**config.mk**
```make
export PLATFORM = sky130hd
export DESIGN_NAME = i2c_bit_timer
export DESIGN_NICKNAME = d
export VERILOG_FILES = /design/src/rtl/i2c_bt_pkg.sv /design/src/rtl/i2c_bt_setsel.sv /design/src/rtl/i2c_bt_tick.sv /design/src/rtl/i2c_bt_seq.sv /design/src/rtl/i2c_bit_timer.sv
export SDC_FILE = /design/constraint.sdc
export NUM_CORES = 1
export LEC_CHECK = 0
export BUFFER_PORTS_ARGS = -buffer_cell sky130_fd_sc_hd__buf_4
export CAP_MARGIN = 5
export CORE_ASPECT_RATIO = 1.4
export CORE_MARGIN = 5
export CORE_UTILIZATION = 37
export DETAILED_ROUTE_END_ITERATION = 7
export PLACE_DENSITY = 0.85
export SLEW_MARGIN = 20
export SYNTH_ARGS = -nofsm -noshare
export SYNTH_HDL_FRONTEND = slang
export SYNTH_SLANG_ARGS = --single-unit
```
**constraint.sdc**
```tcl
create_clock -name clk -period 3.68 [get_ports clk]
set_input_delay 0.736 -clock clk [delete_from_list [all_inputs] [get_ports clk]]
set_output_delay 0.736 -clock clk [all_outputs]
set_load 0.005 [all_outputs]
```
**src/rtl/i2c_bt_pkg.sv**
```systemverilog
package i2c_bt_pkg;

    parameter int unsigned FIELD_W = 8;
    parameter int unsigned WORD_W  = 32;

    // bit positions inside the timing words
    localparam int unsigned W1_SSU_LSB = 24;
    localparam int unsigned W1_SHD_LSB = 16;
    localparam int unsigned W1_SSP_LSB = 8;
    localparam int unsigned W2_DSU_LSB = 24;
    localparam int unsigned W2_LO_LSB  = 8;
    localparam int unsigned W2_HI_LSB  = 0;
    localparam int unsigned W3_PRE_LSB = 16;
    localparam int unsigned W3_REL_LSB = 0;
    localparam int unsigned HD_LSB     = 0;

    typedef enum logic [2:0] {
        OP_START  = 3'd0,
        OP_RSTART = 3'd1,
        OP_STOP   = 3'd2,
        OP_WRITE  = 3'd3,
        OP_READ   = 3'd4
    } op_e;

    typedef enum logic [3:0] {
        S_IDLE, S_SU, S_HD, S_REL, S_BHOLD, S_BLOW,
        S_HIA, S_HIB, S_PHOLD, S_PLOW, S_PSU
    } st_e;

    typedef struct packed {
        logic [FIELD_W-1:0] start_su;
        logic [FIELD_W-1:0] start_hd;
        logic [FIELD_W-1:0] stop_su;
        logic [FIELD_W-1:0] data_su;
        logic [FIELD_W-1:0] scl_lo;
        logic [FIELD_W-1:0] scl_hi;
        logic [FIELD_W-1:0] presc;
        logic [FIELD_W-1:0] sr_rel;
        logic [FIELD_W-1:0] data_hd;
    } tset_t;

    typedef struct packed {
        st_e                st;
        logic [FIELD_W-1:0] ucnt;
        logic               scl;
        logic               sda;
        logic               done;
        logic               rx;
        logic               hs;
        logic               rd;
        logic               wbit;
    } seq_regs_t;

    function automatic st_e next_phase(st_e s);
        case (s)
            S_SU:    return S_HD;
            S_REL:   return S_SU;
            S_BHOLD: return S_BLOW;
            S_BLOW:  return S_HIA;
            S_HIA:   return S_HIB;
            S_PHOLD: return S_PLOW;
            S_PLOW:  return S_PSU;
            default: return S_IDLE;
        endcase
    endfunction

endpackage

```
**src/rtl/i2c_bt_setsel.sv**
```systemverilog
module i2c_bt_setsel
    import i2c_bt_pkg::*;
#(
    parameter int unsigned NSETS = 2
) (
    input  logic              sel_hs,
    input  logic [WORD_W-1:0] fs_w1,
    input  logic [WORD_W-1:0] fs_w2,
    input  logic [WORD_W-1:0] fs_w3,
    input  logic [WORD_W-1:0] hs_w1,
    input  logic [WORD_W-1:0] hs_w2,
    input  logic [WORD_W-1:0] hs_w3,
    input  logic [WORD_W-1:0] hold_w,
    output tset_t             tim
);

    logic [WORD_W-1:0] w1 [NSETS];
    logic [WORD_W-1:0] w2 [NSETS];
    logic [WORD_W-1:0] w3 [NSETS];
    tset_t             dec [NSETS];

    assign w1[0] = fs_w1;
    assign w2[0] = fs_w2;
    assign w3[0] = fs_w3;
    assign w1[1] = hs_w1;
    assign w2[1] = hs_w2;
    assign w3[1] = hs_w3;

    for (genvar g = 0; g < NSETS; g++) begin : g_dec
        assign dec[g].start_su = w1[g][W1_SSU_LSB +: FIELD_W];
        assign dec[g].start_hd = w1[g][W1_SHD_LSB +: FIELD_W];
        assign dec[g].stop_su  = w1[g][W1_SSP_LSB +: FIELD_W];
        assign dec[g].data_su  = w2[g][W2_DSU_LSB +: FIELD_W];
        assign dec[g].scl_lo   = w2[g][W2_LO_LSB  +: FIELD_W];
        assign dec[g].scl_hi   = w2[g][W2_HI_LSB  +: FIELD_W];
        assign dec[g].presc    = w3[g][W3_PRE_LSB +: FIELD_W];
        assign dec[g].sr_rel   = w3[g][W3_REL_LSB +: FIELD_W];
        assign dec[g].data_hd  = hold_w[HD_LSB +: FIELD_W];
    end

    assign tim = sel_hs ? dec[1] : dec[0];

    // reserved word bits carry no meaning here
    logic unused_bits;
    assign unused_bits = ^{fs_w1[7:0], fs_w2[23:16], fs_w3[31:24], fs_w3[15:8],
                           hs_w1[7:0], hs_w2[23:16], hs_w3[31:24], hs_w3[15:8],
                           hold_w[WORD_W-1:FIELD_W]};

endmodule

```
**src/rtl/i2c_bt_tick.sv**
```systemverilog
module i2c_bt_tick
    import i2c_bt_pkg::*;
#(
    parameter int unsigned PW = FIELD_W
) (
    input  logic          clk,
    input  logic          rst_n,
    input  logic          load,
    input  logic [PW-1:0] presc,
    output logic          tick
);

    logic [PW-1:0] pcnt_d, pcnt_q;

    always_comb begin
        if (load || pcnt_q == '0) begin
            pcnt_d = presc;
        end else begin
            pcnt_d = pcnt_q - 1'b1;
        end
    end

    always_ff @(posedge clk or negedge rst_n) begin
        if (!rst_n) begin
            pcnt_q <= '0;
        end else begin
            pcnt_q <= pcnt_d;
        end
    end

    assign tick = !load && (pcnt_q == '0);

    // each unit counts down one clock at a time
    a_r2_countdown: assert property (@(posedge clk) disable iff (!rst_n)
        (!load && pcnt_q != '0) |=> (pcnt_q == $past(pcnt_q) - 1'b1));

    // a unit boundary restarts the count at the prescaler value
    a_r2_unit_reload: assert property (@(posedge clk) disable iff (!rst_n)
        tick |=> (pcnt_q == $past(presc)));

endmodule

```
**src/rtl/i2c_bt_seq.sv**
```systemverilog
module i2c_bt_seq
    import i2c_bt_pkg::*;
(
    input  logic       clk,
    input  logic       rst_n,
    input  tset_t      tim,
    input  logic       cmd_valid,
    input  logic [2:0] cmd_op,
    input  logic       cmd_bit,
    input  logic       cmd_hs,
    input  logic       tick,
    input  logic       scl_in,
    input  logic       sda_in,
    output logic       load,
    output logic       busy_hs,
    output logic       cmd_ready,
    output logic       done,
    output logic       rx_bit,
    output logic       scl_oe,
    output logic       sda_oe
);

    seq_regs_t r_d, r_q;
    logic      stall;
    logic      adv;
    logic      enter;
    st_e       tgt;

    assign stall = (r_q.st == S_SU || r_q.st == S_HIA || r_q.st == S_PSU) && !scl_in;
    assign adv   = tick && (r_q.ucnt <= 1);
    assign load  = (r_q.st == S_IDLE) || stall;

    always_comb begin
        r_d      = r_q;
        r_d.done = 1'b0;
        enter    = 1'b0;
        tgt      = S_IDLE;

        if (r_q.st == S_IDLE) begin
            if (cmd_valid && cmd_op <= OP_READ) begin
                enter    = 1'b1;
                r_d.hs   = cmd_hs;
                r_d.rd   = (cmd_op == OP_READ);
                r_d.wbit = cmd_bit;
                case (cmd_op)
                    OP_START:  tgt = S_SU;
                    OP_RSTART: tgt = S_REL;
                    OP_STOP:   tgt = S_PHOLD;
                    default:   tgt = S_BHOLD;
                endcase
            end
        end else if (tick) begin
            if (adv) begin
                enter = 1'b1;
                tgt   = next_phase(r_q.st);
            end else begin
                r_d.ucnt = r_q.ucnt - 1'b1;
            end
        end

        if (r_q.st == S_HIA && adv && r_q.rd) begin
            r_d.rx = sda_in;
        end

        if (enter) begin
            case (tgt)
                S_SU: begin
                    r_d.scl  = 1'b0;
                    r_d.sda  = 1'b0;
                    r_d.ucnt = tim.start_su;
                end
                S_HD: begin
                    r_d.sda  = 1'b1;
                    r_d.ucnt = tim.start_hd;
                end
                S_REL: begin
                    r_d.sda  = 1'b0;
                    r_d.ucnt = tim.sr_rel;
                end
                S_BHOLD, S_PHOLD: begin
                    r_d.ucnt = tim.data_hd;
                end
                S_BLOW: begin
                    r_d.sda  = r_d.rd ? 1'b0 : !r_d.wbit;
                    r_d.ucnt = tim.scl_lo;
                end
                S_HIA: begin
                    r_d.scl  = 1'b0;
                    r_d.ucnt = tim.scl_hi >> 1;
                end
                S_HIB: begin
                    r_d.ucnt = tim.scl_hi - (tim.scl_hi >> 1);
                end
                S_PLOW: begin
                    r_d.sda  = 1'b1;
                    r_d.ucnt = tim.data_su;
                end
                S_PSU: begin
                    r_d.scl  = 1'b0;
                    r_d.ucnt = tim.stop_su;
                end
                default: begin
                    r_d.ucnt = '0;
                    r_d.done = 1'b1;
                    if (r_q.st == S_PSU) begin
                        r_d.scl = 1'b0;
                        r_d.sda = 1'b0;
                    end else begin
                        r_d.scl = 1'b1;
                    end
                end
            endcase
            r_d.st = tgt;
        end
    end

    always_ff @(posedge clk or negedge rst_n) begin
        if (!rst_n) begin
            r_q <= '{st: S_IDLE, ucnt: '0, scl: 1'b0, sda: 1'b0, done: 1'b0,
                     rx: 1'b0, hs: 1'b0, rd: 1'b0, wbit: 1'b0};
        end else begin
            r_q <= r_d;
        end
    end

    assign busy_hs   = r_q.hs;
    assign cmd_ready = (r_q.st == S_IDLE);
    assign done      = r_q.done;
    assign rx_bit    = r_q.rx;
    assign scl_oe    = r_q.scl;
    assign sda_oe    = r_q.sda;

    // completion lasts exactly one cycle
    a_r10_done_single: assert property (@(posedge clk) disable iff (!rst_n)
        done |=> !done);

    // an accepted primitive makes the engine busy
    a_r10_accept_busy: assert property (@(posedge clk) disable iff (!rst_n)
        (cmd_ready && cmd_valid && cmd_op <= OP_READ) |=> !cmd_ready);

    // the latched set select never moves while busy
    a_r9_mode_held: assert property (@(posedge clk) disable iff (!rst_n)
        !cmd_ready |=> (busy_hs == $past(busy_hs)));

    // a stretched SCL freezes the phase and its unit count
    a_r8_stall_freeze: assert property (@(posedge clk) disable iff (!rst_n)
        stall |=> (r_q.st == $past(r_q.st) && r_q.ucnt == $past(r_q.ucnt)));

    // SDA stays put during the second part of the high phase
    a_r5_sda_steady_high: assert property (@(posedge clk) disable iff (!rst_n)
        (r_q.st == S_HIB) |-> $stable(sda_oe));

    // a finished STOP leaves both lines released
    a_r7_stop_frees: assert property (@(posedge clk) disable iff (!rst_n)
        (done && $past(r_q.st == S_PSU)) |-> (!scl_oe && !sda_oe));

endmodule

```
**src/rtl/i2c_bit_timer.sv**
```systemverilog
module i2c_bit_timer
    import i2c_bt_pkg::*;
(
    input  logic              clk,
    input  logic              rst_n,
    input  logic              hs_mode,
    input  logic [WORD_W-1:0] fs_tim1,
    input  logic [WORD_W-1:0] fs_tim2,
    input  logic [WORD_W-1:0] fs_tim3,
    input  logic [WORD_W-1:0] hs_tim1,
    input  logic [WORD_W-1:0] hs_tim2,
    input  logic [WORD_W-1:0] hs_tim3,
    input  logic [WORD_W-1:0] hold_tim,
    input  logic              cmd_valid,
    input  logic [2:0]        cmd_op,
    input  logic              cmd_bit,
    output logic              cmd_ready,
    output logic              done,
    output logic              rx_bit,
    input  logic              scl_in,
    input  logic              sda_in,
    output logic              scl_oe,
    output logic              sda_oe
);

    tset_t tim;
    logic  sel_hs;
    logic  busy_hs;
    logic  load;
    logic  tick;

    assign sel_hs = cmd_ready ? hs_mode : busy_hs;

    i2c_bt_setsel #(.NSETS(2)) u_sel (
        .sel_hs (sel_hs),
        .fs_w1  (fs_tim1),
        .fs_w2  (fs_tim2),
        .fs_w3  (fs_tim3),
        .hs_w1  (hs_tim1),
        .hs_w2  (hs_tim2),
        .hs_w3  (hs_tim3),
        .hold_w (hold_tim),
        .tim    (tim)
    );

    i2c_bt_tick #(.PW(FIELD_W)) u_tick (
        .clk   (clk),
        .rst_n (rst_n),
        .load  (load),
        .presc (tim.presc),
        .tick  (tick)
    );

    i2c_bt_seq u_seq (
        .clk       (clk),
        .rst_n     (rst_n),
        .tim       (tim),
        .cmd_valid (cmd_valid),
        .cmd_op    (cmd_op),
        .cmd_bit   (cmd_bit),
        .cmd_hs    (hs_mode),
        .tick      (tick),
        .scl_in    (scl_in),
        .sda_in    (sda_in),
        .load      (load),
        .busy_hs   (busy_hs),
        .cmd_ready (cmd_ready),
        .done      (done),
        .rx_bit    (rx_bit),
        .scl_oe    (scl_oe),
        .sda_oe    (sda_oe)
    );

endmodule

```
Word level (Yosys, flattened, before mapping)
Index checks and enable logic that the tools add are counted.
{"block": "word_totals", "ff_bits": 27, "out_inout_bits": 5}
{"block": "op_classes", "add_sub_neg": 3, "n_lt_le_gt_ge": 2, "bitwise": 2, "mux": 26, "eq_ne": 23, "reduce_logical": 29}
{"op": "$mux 72", "n": 1}
{"op": "$pmux 8 s9", "n": 1}
{"op": "$mux 8", "n": 4}
{"op": "$eq 4x3->1 const B", "n": 7}
{"op": "$pmux 4 s7", "n": 1}
{"op": "$eq 4x4->1 const B", "n": 6}
{"op": "$mux 4", "n": 4}
{"op": "$sub 8x1->8 const B", "n": 2}
{"op": "$eq 4x2->1 const B", "n": 3}
{"op": "$pmux 4 s3", "n": 1}
{"op": "$mux 11", "n": 1}
{"op": "$reduce_or 10->1", "n": 1}
{"op": "$mux 1", "n": 9}
{"op": "$eq 4x1->1 const B", "n": 2}
{"op": "$le 8x1->1 const B", "n": 1}
{"op": "$logic_not 8->1", "n": 1}
{"op": "$sub 8x7->8", "n": 1}
{"op": "$reduce_or 7->1", "n": 1}
{"op": "$logic_and 1x1->1", "n": 6}
{"op": "$reduce_and 3->1", "n": 2}
{"op": "$reduce_or 2->1", "n": 3}
{"op": "$reduce_or 5->1", "n": 1}
{"op": "$logic_not 4->1", "n": 1}
{"op": "$logic_or 1x1->1", "n": 4}
{"op": "other kinds (16)", "n": 21}

Longest topological paths before layout
Gate-level depths: netlist (run 1).
{"block": "logic_depth", "ltp_word": 15, "ltp_mapped": 18, "mapped_depth_nobuf": 13}

Cells and area by module
A second synthesis (run 1) with hierarchy kept.
{"block": "hier_totals", "hier_cells": 390, "hier_area_um2": 3753.6}
{"mod": "i2c_bt_seq", "cells_per_inst": 263, "n_inst": 1, "area_per_inst_um2": 2142.1}
{"mod": "i2c_bt_setsel", "cells_per_inst": 79, "n_inst": 1, "area_per_inst_um2": 1137.3}
{"mod": "i2c_bt_tick", "cells_per_inst": 47, "n_inst": 1, "area_per_inst_um2": 459.2}
{"mod": "i2c_bit_timer", "cells_per_inst": 1, "n_inst": 1, "area_per_inst_um2": 15.0}

Least setup slack after synthesis (run 1)
No wires, ideal clock.
{"block": "synth_timing", "kind": "register to register", "start": "register u_seq.r_q[16] in the netlist's numbering", "end": "register u_seq.r_q[11] in the netlist's numbering", "t_required_ps": 3537, "setup_ps": 143, "path_stages_with_launch": 18, "synth_period_minus_slack_ps": 4001, "slack_ps": -321, "t_arrival_ps": 3859, "path_cell_list": "dfrtp_1 buf_2 nor4_2 mux2i_1 buf_2 buf_4 buf_2 buf_2 mux2i_1 ha_1 inv_1 fa_1 a21o_1 a21oi_1 xnor2_1 o22ai_1 a2111oi_0 a31oi_1"}
{"block": "synth_between", "elab_cells_between_ends": 43}
{"element": "start, declared", "line_no": "i2c_bt_seq.sv:23", "rtl": "seq_regs_t r_d, r_q;"}
{"element": "start signal, assigned", "line_no": "i2c_bt_seq.sv:119", "rtl": "r_q <= '{st: S_IDLE, ucnt: '0, scl: 1'b0, sda: 1'b0, done: 1'b0,"}
{"element": "start signal, assigned", "line_no": "i2c_bt_seq.sv:122", "rtl": "r_q <= r_d;"}
{"element": "$logic_not 4->1 *", "line_no": "i2c_bt_seq.sv:127", "rtl": "assign cmd_ready = (r_q.st == S_IDLE);"}
{"element": "net cmd_ready", "line_no": "i2c_bit_timer.sv:17", "rtl": "output logic cmd_ready,"}
{"element": "$logic_or 1x1->1", "line_no": "i2c_bt_seq.sv:31", "rtl": "assign load = (r_q.st == S_IDLE) || stall;"}
{"element": "$logic_not 1->1", "line_no": "i2c_bt_tick.sv:31", "rtl": "assign tick = !load && (pcnt_q == '0);"}
{"element": "$logic_and 1x1->1", "line_no": "i2c_bt_tick.sv:31"}
{"element": "$logic_and 1x1->1", "line_no": "i2c_bt_seq.sv:30", "rtl": "assign adv = tick && (r_q.ucnt <= 1);"}
{"element": "$mux 4", "line_no": "i2c_bt_seq.sv:53", "rtl": "if (adv) begin"}
{"element": "$mux 4", "line_no": "i2c_bt_seq.sv:52", "rtl": "end else if (tick) begin"}
{"element": "$mux 4", "line_no": "i2c_bt_seq.sv:39", "rtl": "if (r_q.st == S_IDLE) begin"}
{"element": "$eq 4x3->1 / $eq 4x4->1 (equally long branches)", "line_no": "i2c_bt_seq.sv:66", "rtl": "case (tgt)"}
{"element": "$reduce_or 2->1"}
{"element": "$pmux 8 s9", "line_no": "i2c_bt_seq.sv:66"}
{"element": "$mux 11", "line_no": "i2c_bt_seq.sv:65", "rtl": "if (enter) begin"}
The timed path passes the listed nets; every way through them passes the cells marked *.
A chain may end at the register's enable or synchronous reset.

Final worst setup path (run 1)
{"block": "layout_timing", "start": "register u_seq.r_q[16] in the netlist's numbering", "end": "register u_seq.r_q[14] in the netlist's numbering"}
{"block": "layout_between", "elab_chain_cells": 15, "elab_cells_between_ends": 43}
{"element": "$eq 4x1->1 / $eq 4x3->1 (equally long branches)", "line_no": "i2c_bt_pkg.sv:55, i2c_bt_seq.sv:29"}
{"element": "$logic_or 1x1->1 (2 in series)", "line_no": "i2c_bt_seq.sv:29", "rtl": "assign stall = (r_q.st == S_SU || r_q.st == S_HIA || r_q.st == S_PSU) && !scl_in;"}
{"element": "$logic_and 1x1->1", "line_no": "i2c_bt_seq.sv:29"}
{"element": "$logic_or 1x1->1", "line_no": "i2c_bt_seq.sv:31"}
{"element": "$logic_not 1->1", "line_no": "i2c_bt_tick.sv:31"}
{"element": "$logic_and 1x1->1", "line_no": "i2c_bt_tick.sv:31"}
{"element": "$logic_and 1x1->1", "line_no": "i2c_bt_seq.sv:30"}
{"element": "$mux 4", "line_no": "i2c_bt_seq.sv:53"}
{"element": "$mux 4", "line_no": "i2c_bt_seq.sv:52"}
{"element": "$mux 4", "line_no": "i2c_bt_seq.sv:39"}
{"element": "$eq 4x3->1 / $eq 4x4->1 (equally long branches)", "line_no": "i2c_bt_seq.sv:66"}
{"element": "$reduce_or 2->1"}
{"element": "$pmux 8 s9", "line_no": "i2c_bt_seq.sv:66"}
{"element": "$mux 11", "line_no": "i2c_bt_seq.sv:65"}
Parallel ways exist; a longest one is shown, timed or not.

==> summary.md, run 1 <==
The synthesized area came out at 3170 sq um. Walking the worst path, the cells encountered are nor4_4 > mux2i_4 > buf_4 > mux2_2 > inv_1 > ha_1 > o21a_1 > o31a_1 > o21ai_0 > a21oi_1 > xnor2_1 > nor2_1 > o32a_1. The required time of the critical path is 3.83 ns, and the number of buffers and inverters on the critical path is 2. The sum of routed wire length over all layers is 11300 um, and the maximum clock rate is 287 MHz.

For the final hold violation count, the log shows 0. Top flip-flop cell by instance count after synthesis: dfrtp_1. In the final routing, the length of wire on met1 measures 4250 um. After the first detailed-routing iteration, the DRC count stood at 233.

The peak fanout along the critical path works out to 5. Timing analysis after detailed placement gives a worst setup slack of 0.201 ns. For flop-to-flop paths, the worst setup slack is 0.20 ns. Number of port buffers: 150. Category of the worst setup path capture point: a flop. For the final design utilization, the log shows 0.535. Uppermost layer routed: met4.

The run gives 1 as the number of H-tree levels. For the pin with the worst max-slew slack, the measured transition is 0.760 ns. The worst setup path is of the reg2reg kind. The run finished with clean final reports. Final cycle utilization of the critical path: 0.946. The routed design uses 708 um of met3 wire.

The tools report the overall global routing resource usage as 0.209. The number of cells on the worst reg-to-reg path is 13. The first global-routing pass estimated 17600 um of wire.

For this run, the post-layout net count is 760. After detailed routing, the average wire length per cell comes to 18.4 um. The logs give 0.374 for the starting utilization of the core area and 3.63 ns for the arrival time of data at the critical path endpoint. Adding up every negative setup slack in the final design gives 0 ns.

In this run the static leakage power is 2.11 nW. The design draws 2.59 mW. At the end of routability-driven placement, the weighted congestion stood at 0.983. In this design, the stage delay of the slowest critical-path cell is 0.41 ns. The tools report the largest buffer count on any clock path as 2. Max-slew violation total from the final report: 0. The number of nets in the synthesized netlist is 612.

The worst path meets setup with 0.199 ns of slack. The estimated wirelength of the detail-placed design was 9340 um. The most frequent standard cell in the layout excluding fill and tap cells was buf_4.

Summed over all layers, the global routing overflow is 0. The tools report the number of sinks on the clock net as 27. In this run the critical register-to-register path is captured at u_seq.r_q[14]. The run gives 0 as the total of hold buffers inserted after clock tree synthesis.

Yosys synthesis warning count: 0. The cell family contributing the most delay on the critical path is compound AO/OA/AOI/OAI gates. Share of synthesized flip-flops with an asynchronous set or reset: 1.00.

Setup violations remaining at the end of the flow were counted as 0. The final period demand of the worst path works out to 3.48 ns. In the routed layout, each cell is associated on average with a via count of 5.63.

The fraction of final layout cells sized beyond drive strength 1 is 0.419, and the growth of design area from synthesis to finish is 42.9%. A synthesized cell averages 8.65 sq um. After detailed placement, the design holds a cell count of 614.

The maximum number of pins on one net before global-route repair was 46. At the later pin of the worst-skew pair, clock insertion delay measures 0.26 ns. The placement row count is 40, and the via count of the first global-routing pass is 3601. Among all stages on the critical path, the largest delay is contributed by dfrtp_1. In the layout the commonest cells are buf_4 (162), mux2i_1 (35), mux2_2 (32).

The die is 119 um tall. Once detail routing completed, the nets flagged for antenna violations numbered 0. The sequential-to-total area share from yosys stat is 0.213, and the number of remaining DRC errors is 0.

The relative max-transition margin was 0.491; the number of flip-flops and latches in the synthesized netlist was 27. The run gives 3 as the total CTS buffers. Yosys mapped a number of flops with a built-in enable equal to 0. The run gives 0 as the antenna diode instance count. TritonCTS built the clock tree. After detailed routing, the met2 layer carries 6000 um of wire.

The area of the placeable core came out at 8460 sq um. Total power per unit cell area: 573 nW/um^2. Setup repair after global routing left no endpoint under its margin. The tools report the critical path launch point type as a flop. The first TritonRoute pass finished after 5 iterations. The number of antenna violations at the first check in global routing came out at 0. In this run the clock root is driven by a clkbuf_16. The distinct cell type count after synthesis was 67; the filler cell count in the final layout was 818.

The floorplan step defined a die boundary enclosing 10500 sq um. IR analysis of the VDD net gives a maximum drop of 0.364 mV. The largest clock skew in the final design was 0.00503 ns. After clock tree synthesis, the clock-pin slew on the worst setup and hold paths is 0.08 ns.

The number of standard cells after synthesis was 366; the count of max-cap constraint violations was 0. Excluding fillers, the count of instances in the completed layout stands at 618. Die boundary width: 88.2 um.

The startpoint of the most critical register-to-register path is u_seq.r_q[16]. Pin placement for this block handled 239 I/O pins. The worst hold path belongs to the class in2async. The via total after detailed routing is 3478.
==> worst max path at each step <==
stage	start	to	slack, ns	cells past startpoint
6_report	u_seq.r_q[16]	u_seq.r_q[14]	0.20	13
5_1_grt	u_seq.r_q[16]	u_seq.r_q[11]	0.01	12
4_1_cts	u_seq.r_q[16]	u_seq.r_q[11]	0.19	12
3_5_place_dp	u_seq.r_q[16]	u_seq.r_q[11]	0.20	12
3_3_place_gp	u_seq.r_q[16]	u_seq.r_q[11]	0.24	12
2_1_floorplan	u_seq.r_q[16]	u_seq.r_q[11]	0.03	17
==> area by class of cell <==
type                            count  area [sq um]  area share
Timing Repair Buffer              162          1220       0.269
Clock inverter                      1          7.51     0.00166
Clock buffer                        3          75.1      0.0166
Inverter                           16          60.1      0.0133
Tap cell                          105           131      0.0290
Sequential cell                    27           676       0.149
Multi-Input combinational cell    304          2360       0.521
==> Yosys cell counts, types with 3 or more instances <==
cell,n,area share
o211ai_1,9,0.021
buf_2,10,0.016
o32a_1,3,0.0095
nor4_1,3,0.0059
xor2_1,5,0.014
o22ai_1,9,0.018
a2111oi_0,3,0.0083
o21ai_0,8,0.013
a222oi_1,5,0.016
inv_1,16,0.019
mux2i_1,36,0.11
nand2_1,31,0.037
dfrtp_1,27,0.21
nand2b_1,7,0.014
mux2_2,32,0.11
a21o_1,4,0.0095
a221o_1,4,0.013
a31oi_1,7,0.014
nor3_1,8,0.013
clkbuf_1,5,0.0059
a21oi_1,19,0.030
ha_1,11,0.043
xnor2_1,13,0.036
nor2_1,30,0.036
or3_1,7,0.014
==> stage by stage <==
| step | instance area [sq um] | hold slack (ns) |
|---|---|---|
| global placement | 4440 | 0.483 |
| floorplan | 3190 | 0.440 |
| global route | 4520 | 0.413 |
| finish | 4520 | 0.384 |
| CTS | 4520 | 0.394 |
| detailed placement | 4440 | 0.501 |
==> report_power, final <==
part	internal, mW	switching (mW)	leakage [nW]
Clock	0.148	0.114	0.0371
Sequential	0.432	0.141	0.308
Combinational	0.854	0.902	1.77
==> layer usage <==
layer | vias to the layer above | track usage
li1 | 1682 | -
met5 | - | 0
met1 | 1612 | 0.243
met4 | 0 | 0.0766
met2 | 154 | 0.379
met3 | 30 | 0.0263
==> sequential cells by signal, indices dropped and copies added, names as in the netlist <==
signal         flops
u_seq.busy_hs      1
u_seq.done         1
u_seq.r_q         14
u_seq.rx_bit       1
u_seq.scl_oe       1
u_seq.sda_oe       1
u_tick.pcnt_q      8
==> timing repair <==
item                                   in CTS  in global routing
gates resized for setup                     0                  1
setup endpoints to repair                   0                  1
setup buffers                               0                  0
endpoints found under the hold margin       0                  0
==> cells by family (layout without fill, tap and decap cells) <==
| group | count (synthesis) | after routing | share of synthesized area |
|---|---|---|---|
| simple gates | 112 | 112 | 0.192 |
| flops | 27 | 27 | 0.213 |
| fa+ha+maj | 12 | 12 | 0.0498 |
| mux | 68 | 68 | 0.228 |
| compound gates | 94 | 94 | 0.218 |
| xor+xnor | 18 | 18 | 0.0498 |
| buf+inv | 35 | 182 | 0.0490 |
Note: power is estimated with default switching activity, not from simulation.
==> inputs of run 2 (changes only) <==
--- a/config.mk
+++ b/config.mk
@@ -5,13 +5,14 @@
 export SDC_FILE = /design/constraint.sdc
 export NUM_CORES = 1
 export LEC_CHECK = 0
+export ABC_AREA = 1
 export BUFFER_PORTS_ARGS = -buffer_cell sky130_fd_sc_hd__buf_4
 export CAP_MARGIN = 5
 export CORE_ASPECT_RATIO = 1.4
 export CORE_MARGIN = 5
-export CORE_UTILIZATION = 37
+export CORE_UTILIZATION = 40
 export DETAILED_ROUTE_END_ITERATION = 7
-export PLACE_DENSITY = 0.85
+export PLACE_DENSITY = 0.87
 export SLEW_MARGIN = 20
 export SYNTH_ARGS = -nofsm -noshare
 export SYNTH_HDL_FRONTEND = slang
==> run 2 against run 1 <==
Sequential share of layout area shrank 1.2 points. First-iteration DRC count shrank 42%. Critical path depth grew 6. Cell count grew 37%. Via count grew 23%. Clock power shrank 3%. Hold slack lost 0.0057 ns. Clock-buffer cell count is the same. Design area grew 8.4%. Die area grew 7.1%. Combinational power shrank 33%.
==> summary.md, run 2 <==
The estimated wirelength of the detail-placed design was 9160 um (-2.0%); the number of port buffers was 150 (unchanged). The fraction of synthesized area in multiplexers was 0.00576 (-0.222); the worst setup slack before clock tree synthesis was 0.255 ns (+0.0536 ns). The maximum clock rate is 306 MHz (+6.5%), and the synthesized area is 3690 sq um (+17%). The run gives 0.552 (+0.0614) as the relative max-transition margin. Total power per unit cell area: 397 nW/um^2 (-31%).

The count of max-cap constraint violations is 0 (unchanged), and the placement row count is 41 (+2.5%). For the starting utilization of the core area, the log shows 0.409 (+0.0346). Library cell occupying the most area in the post-synthesis netlist: nand2_1. The number of sinks on the clock net was 27 (unchanged).

Leaving out fill and tap cells, the most frequent cell in the layout is nand2_1. For the final design utilization, the log shows 0.543 (+0.00820). The average wire per cell in the routed design came out at 13.4 um (-27%). The startpoint-to-endpoint class of the critical path is reg2reg. Sorting the synthesized cells by how often they occur yields nand2_1 (241), nand3_1 (64), inv_1 (46), nor2_1 (42), dfrtp_1 (27). The run gives 0 (unchanged) as the yosys synthesis warning count. The fraction of final layout cells sized beyond drive strength 1 works out to 0.301 (-0.119). After synthesis, the largest family of logic cells by area is simple AND/OR/NAND/NOR gates. The longest individual stage delay on the worst path works out to 0.47 ns (+0.06 ns). The run gives 0.378 ns (-0.00574 ns) as the hold slack. The tools report the root buffer selected by CTS as clkbuf_16. The clock network latency to the later pin of the worst-skew pair is 0.26 ns (about the same), and the number of buffers and inverters on the critical path is 3 (+1). The class of the tightest hold or removal check was in2async. The post-detailed-route via-to-cell ratio was 5.02 (-11%); the leakage component of the power was 2.63 nW (+25%). The simple-gate share of the synthesized area is 0.525 (+0.332), and the die height is 124 um (+3.5%). The final total negative setup slack was 0 ns (unchanged); the number of antenna violations at the first check in global routing was 0 (unchanged). The number of H-tree levels was 1 (unchanged). The number of flip-flops under the largest register name was 14 (unchanged). Peak fanout along the critical path: 18 (+13).

The critical path goes through nor2_2 > nand2_4 > nand2_1 > o21ai_4 > buf_4 > o21ai_0 > inv_1 > ha_1 > a21oi_1 > o211ai_1 > nand2_1 > nand2_1 > a21oi_1 > and2_0 > nor3_1 > nor2_1 > nand3b_1 > nand2_1 > inv_1. Final period demand of the worst path: 3.27 ns (-0.214 ns). For the sequential-to-total area share from yosys stat, the log shows 0.183 (-0.0304). The required time of the critical path is 3.84 ns (about the same). The sum of routed wire length over all layers was 11400 um (+0.35%).

For the via count of the first global-routing pass, the log shows 4173 (+16%). The register with the highest flop count is u_seq.r_q. The met1 usage in global routing is 0.218 (-0.0252), and the highest ir drop seen on vdd is 0.227 mV (-38%). The top flip-flop cell by instance count after synthesis is dfrtp_1. The post-synth net total is 854 (+40%). The slack of the critical path is 0.413 ns (+0.214 ns). The final hold violation count was 0 (unchanged).

The final cycle utilization of the critical path was 0.888 (-0.0581). The growth of design area from synthesis to finish was 32.8%; the number of buffers inserted to repair setup after CTS was 0 (unchanged). The run gives 0.928 (-5.6%) as the routability-driven placement congestion ratio. The total of hold buffers inserted after clock tree synthesis is 0 (unchanged), and the net count of the finished layout is 989 (+30%). Number of gates resized after CTS: 0 (unchanged). TritonCTS built the clock tree.

The number of failing setup endpoints in the final timing report is 0 (unchanged), and the distinct cell type count after synthesis is 47 (-30%). Among the stages of the critical path, the cell type that occurs most often is nand2_1. Setup repair after global routing left no endpoint under its margin.

The tools report the max-slew violation total from the final report as 0 (unchanged). The flow ran to the end, and the final reports show no timing, DRC or antenna violations. The met2 track demand over resource in global routing was 0.366 (-0.0128). The overall global routing resource usage was 0.195 (-0.0141). The largest individual stage delay along the critical path comes from the cell dfrtp_1. The post-synthesis adder-cell area fraction is 0.0427 (-0.00709). The mean instance size in the synthesized netlist was 6.07 sq um (-30%). The top-area cell type share of the netlist area was 0.245 (+0.0316); the total grt overflow was 0 (unchanged).

For the count of pins on the block boundary, the log shows 239 (unchanged). In the post-synthesis netlist, the biggest area contributors are nand2_1 (25%), dfrtp_1 (18%), nand3_1 (8.7%), inv_1 (4.7%), nor2_1 (4.3%). The detailed router's first-iteration violation count is 136 (-42%), and the largest clock skew in the final design is 0.00447 ns (-0.000559 ns). The number of flip-flops and latches in the synthesized netlist was 27 (unchanged); the area of the placeable core was 9030 sq um (+6.7%). The number of detailed-route iterations in the first pass was 4 (-1); the arrival time of data at the critical path endpoint was 3.43 ns (-0.20 ns). The synthesized-area fraction occupied by ao, oa, aoi and oai cells was 0.102 (-0.116); the wire length of the first global-routing pass was 18200 um (+3.2%). The met3 track utilization from global routing was 0.0308 (+0.00452). Critical path launch point type: a flop. Category of the worst setup path capture point: a flop. Among all cell types in the netlist, the one instantiated most often is nand2_1. Grouping stages by cell kind, the critical path spends the most delay in compound AO/OA/AOI/OAI gates. Most heavily used metal layer in global routing: met2. Die area: 11300 sq um (+7.1%). The clock transition at the registers of the reported paths is 0.07 ns (about the same). The die boundary width is 91.2 um (+3.4%). The library cells used most frequently in the layout, excluding fill and tap cells, are nand2_1 (241), buf_4 (154), nand3_1 (64). The number of remaining DRC errors is 0 (unchanged), and the xor/xnor cell area share of the yosys netlist is 0.0380 (-0.0118). The share of synthesized flip-flops with an asynchronous set or reset was 1.00 (unchanged). The tools report the total CTS buffers as 3 (unchanged). The largest registers in the layout are u_seq.r_q: 14 flops, u_tick.pcnt_q: 8 flops. The tools report the antenna diode instance count as 0 (unchanged). The transition time of the tightest slew-check pin is 0.670 ns (-0.0897 ns), and the antenna violation net count after detailed routing is 0 (unchanged). The maximum number of pins on one net before global-route repair is 52 (+13%). The via total after detailed routing was 4263 (+23%); the largest buffer count on any clock path was 2 (unchanged). Number of standard cells after synthesis: 608 (+66%).

The number of enable flip-flop cells after synthesis works out to 0 (unchanged).
run 2: metal layers:
layer	wire, um	share of wire	up-vias
met5	0	0	-
met4	336	0.030	0
met3	827	0.073	23
met2	5880	0.52	158
met1	4340	0.38	1878
li1	-	-	2204
run 2: report_power, final:
group / switching [mW] / total [mW] / leakage [nW] / internal (mW)
Combinational: 0.697 / 1.18 / 2.28 / 0.486
Sequential: 0.100 / 0.511 / 0.312 / 0.411
Clock: 0.106 / 0.253 / 0.0409 / 0.147
Total: 0.904 / 1.95 / 2.63 / 1.04
run 2: path summary, 6_finish.rpt:
check / from / endpoint / slack (ns) / cells past startpoint
min in group clk: u_seq.busy_hs / u_seq.busy_hs / 0.48 / 2
worst min-delay path: rst_n / u_tick.pcnt_q[5] / 0.38 / 1
max in group asynchronous: rst_n / u_seq.scl_oe / 3.03 / 1
worst max-delay path: u_seq.r_q[15] / u_seq.r_q[14] / 0.41 / 19
worst min register to register: u_seq.busy_hs / u_seq.busy_hs / 0.48 / 2
worst max register to register: u_seq.r_q[15] / u_seq.r_q[14] / 0.41 / 19
run 2: kinds of logic after synthesis:
logic type	Yosys count
XOR/XNOR	16
buffers and inverters	81
AND/OR/NAND/NOR	410
adder cells (fa/ha/maj)	12
AO/OA/AOI/OAI	60
multiplexers	2
flip-flops	27
run 2: cell type report:
cell class,count,area (sq um)
clock buffers,3,75.1
clock inverters,1,5.00
fillers,901,4130
inverters,57,214
multi-input cells,500,2640
flip-flops and latches,27,676
well taps,107,134
repair buffers,154,1160
run 2: metrics by stage:
| stage | std cells | cell area (sq um) | power [mW] |
|---|---|---|---|
| global placement | 845 | 4820 | 1.67 |
| floorplan | 608 | 3690 | 1.36 |
| finish | 849 | 4900 | 1.95 |
| CTS | 849 | 4900 | 1.96 |
| detailed placement | 845 | 4820 | 1.70 |
| global route | 849 | 4900 | 2.14 |
==> inputs of run 3 (changes only) <==
--- a/config.mk
+++ b/config.mk
@@ -13,6 +13,7 @@
 export CORE_UTILIZATION = 40
 export DETAILED_ROUTE_END_ITERATION = 7
 export PLACE_DENSITY = 0.87
+export RECOVER_POWER = 100
 export SLEW_MARGIN = 20
 export SYNTH_ARGS = -nofsm -noshare
 export SYNTH_HDL_FRONTEND = slang
==> run 3 against run 2 <==
The run now ends with capacitance limit, slew limit left. Core utilization fell by 0.53 points. Sequential power barely moved. Clock power rose by 2%. Highest routed layer unchanged. Design area fell by 0.97%. Clock-buffer cell count did not move. Cell count did not move. Sequential cell count did not move.
==> summary.md, run 3 (synthesis gave the netlist of run 2 again) <==
The worst setup path is launched from a flop. The run gives 0 (unchanged) as the final hold violation count. The worst register-to-register path begins at u_seq.r_q[15]. The transition time of the tightest slew-check pin came out at 1.52 ns (+0.851 ns). The number of gates resized after CTS came out at 0 (unchanged).

The run gives 3 (unchanged) as the total CTS buffers. The final total negative setup slack was 0 ns (unchanged). The logs give 0 (unchanged) for the number of buffers inserted to repair setup after CTS and 11500 um (+0.63%) for the sum of routed wire length over all layers.

Post-detailed-route via-to-cell ratio: 5.05 (+0.49%). The critical path in this run is classified as reg2reg. The arrival time of data at the critical path endpoint was 3.47 ns (+0.04 ns). The final period demand of the worst path works out to 3.30 ns (+0.0324 ns). The placement row count was 41 (unchanged). The largest buffer count on any clock path is 2 (unchanged), and the max-slew violation total from the final report is 28 (+28).

Via total after detailed routing: 4284 (+0.49%). The net count of the finished layout came out at 989 (unchanged). Setup repair after global routing left no endpoint under its margin.

The root buffer selected by CTS was clkbuf_16. The tools report the routability-driven placement congestion ratio as 0.928 (unchanged). For the count of max-cap constraint violations, the log shows 1 (+1). For the required time of the critical path, the log shows 3.85 ns (about the same). The logs give 0 (unchanged) for the antenna violation net count after detailed routing and 2.61 nW (-0.66%) for the leakage component of the power.

The run finished, with violations left. The tools report the number of sinks on the clock net as 27 (unchanged). The final cycle utilization of the critical path is 0.897 (+0.00880). The average wire per cell in the routed design was 13.5 um (+0.63%).

The register with the most flip-flops in the final layout is u_seq.r_q. Wire length of the first global-routing pass: 18200 um (unchanged). The largest registers in the layout are u_seq.r_q: 14 flops, u_tick.pcnt_q: 8 flops.

Number of port buffers: 150 (unchanged). The category of the worst setup path capture point is a flop. The worst hold path belongs to the class reg2reg.

The number of flip-flops under the largest register name was 14 (unchanged); the number of antenna violations at the first check in global routing was 0 (unchanged). The area of all placed cells without fillers is 4850 sq um (-0.97%), and the largest clock skew in the final design is 0.00379 ns (-0.000676 ns). The peak fanout along the critical path was 18 (unchanged); the total power per unit cell area was 401 nW/um^2 (+0.83%). The maximum number of pins on one net before global-route repair is 52 (unchanged), and the growth of design area from synthesis to finish is 31.5%.

The number of H-tree levels was 1 (unchanged); the die height was 124 um (unchanged). For the post-layout instance count excluding filler cells, the log shows 849 (unchanged). The logs give 845 (unchanged) for the placed instance count and 0.27 ns (about the same) for the clock network latency to the later pin of the worst-skew pair. The post-detailed-placement cell area was 4820 sq um (unchanged). TritonCTS built the clock tree. The antenna diode instance count was 0 (unchanged). For the detailed router's first-iteration violation count, the log shows 125 (-8.1%).

The starting utilization of the core area was 0.409 (unchanged). Total grt overflow: 0 (unchanged). The run gives -0.0141 (-0.566) as the relative max-transition margin.

In the layout the commonest cells are nand2_1 (241), buf_4 (148), nand3_1 (64). The clock transition at the registers of the reported paths is 0.07 ns (about the same). The tools report the count of pins on the block boundary as 239 (unchanged). The tools report the beginning of the worst hold path as u_seq.busy_hs. Die boundary width: 91.2 um (unchanged). The estimated wirelength of the detail-placed design was 9160 um (unchanged); the number of failing setup endpoints in the final timing report was 0 (unchanged). The die area came out at 11300 sq um (unchanged).

Leaving out fill and tap cells, the most frequent cell in the layout is nand2_1. Tracing the worst setup path back leads to its startpoint at u_seq.r_q[15]. The run gives 0 (unchanged) as the total of hold buffers inserted after clock tree synthesis. The final reports fail on capacitance limit, slew limit.

The logs give 0 (unchanged) for the number of remaining DRC errors and 907 (+0.67%) for the filler cell count in the final layout. The tools report the maximum clock rate as 303 MHz (-0.98%). The highest ir drop seen on vdd was 0.227 mV (about the same). The fraction of final layout cells sized beyond drive strength 1 is 0.291 (-0.00943), and the area of the placeable core is 9030 sq um (unchanged). The overall global routing resource usage came out at 0.195 (unchanged). The run gives 4173 (unchanged) as the via count of the first global-routing pass.

The number of detailed-route iterations in the first pass came out at 5 (+1).
## run 3: final cells by class
class | count | area (sq um) | share of cell area
Multi-Input combinational cell | 500 | 2610 | 0.537
Timing Repair Buffer | 154 | 1140 | 0.235
Sequential cell | 27 | 676 | 0.139
Inverter | 57 | 214 | 0.0441
Tap cell | 107 | 134 | 0.0276
Clock buffer | 3 | 75.1 | 0.0155
Clock inverter | 1 | 5.00 | 0.00103
## run 3: through the flow
step / util / power [mW] / worst slack, ns / hold slack [ns]
floorplan: - / 1.36 / 0.387 / 0.440
global placement: 0.534 / 1.67 / 0.253 / 0.463
detailed placement: 0.534 / 1.70 / 0.255 / 0.468
CTS: 0.543 / 1.96 / 0.389 / 0.393
global route: 0.538 / 2.14 / 0.131 / 0.509
finish: 0.538 / 1.95 / 0.381 / 0.485
## run 3: where the power goes
part / leakage (nW) / switching (mW) / internal [mW]
Clock: 0.0409 / 0.110 / 0.147
Combinational: 2.26 / 0.694 / 0.484
Sequential: 0.312 / 0.0995 / 0.411
Total: 2.61 / 0.903 / 1.04
## run 3: metal layers
layer / share of wire / track usage
met3: 0.072 / 0.0308
met2: 0.51 / 0.366
met4: 0.029 / 0.0780
met5: 0 / 0
met1: 0.38 / 0.218
## run 3: critical path: stages (launching register included)
cell and delay, ns:
dfrtp_1 0.47, nor2_1 0.21, nand2_4 0.12, nand2_1 0.12, o21ai_4 0.08, buf_4 0.20
o21ai_0 0.39, inv_1 0.15, ha_1 0.37, nand3_1 0.11, nand2_1 0.08, a21o_1 0.16
nand2_1 0.06, nand2_1 0.06, xor2_1 0.14, nand3_1 0.08, nand3_1 0.12, nor2_1 0.11
nand3_1 0.08, nand2_1 0.06, inv_1 0.03
## run 3: worst paths after layout
path	to	slack, ns	cells after the start
max in group asynchronous	u_seq.r_q[8]	1.96	1
min in group asynchronous	u_tick.pcnt_q[5]	0.83	1
setup / recovery	u_seq.r_q[13]	0.38	20
hold / removal	u_seq.busy_hs	0.48	2
hold reg to reg	u_seq.busy_hs	0.48	2
setup reg to reg	u_seq.r_q[13]	0.38	20
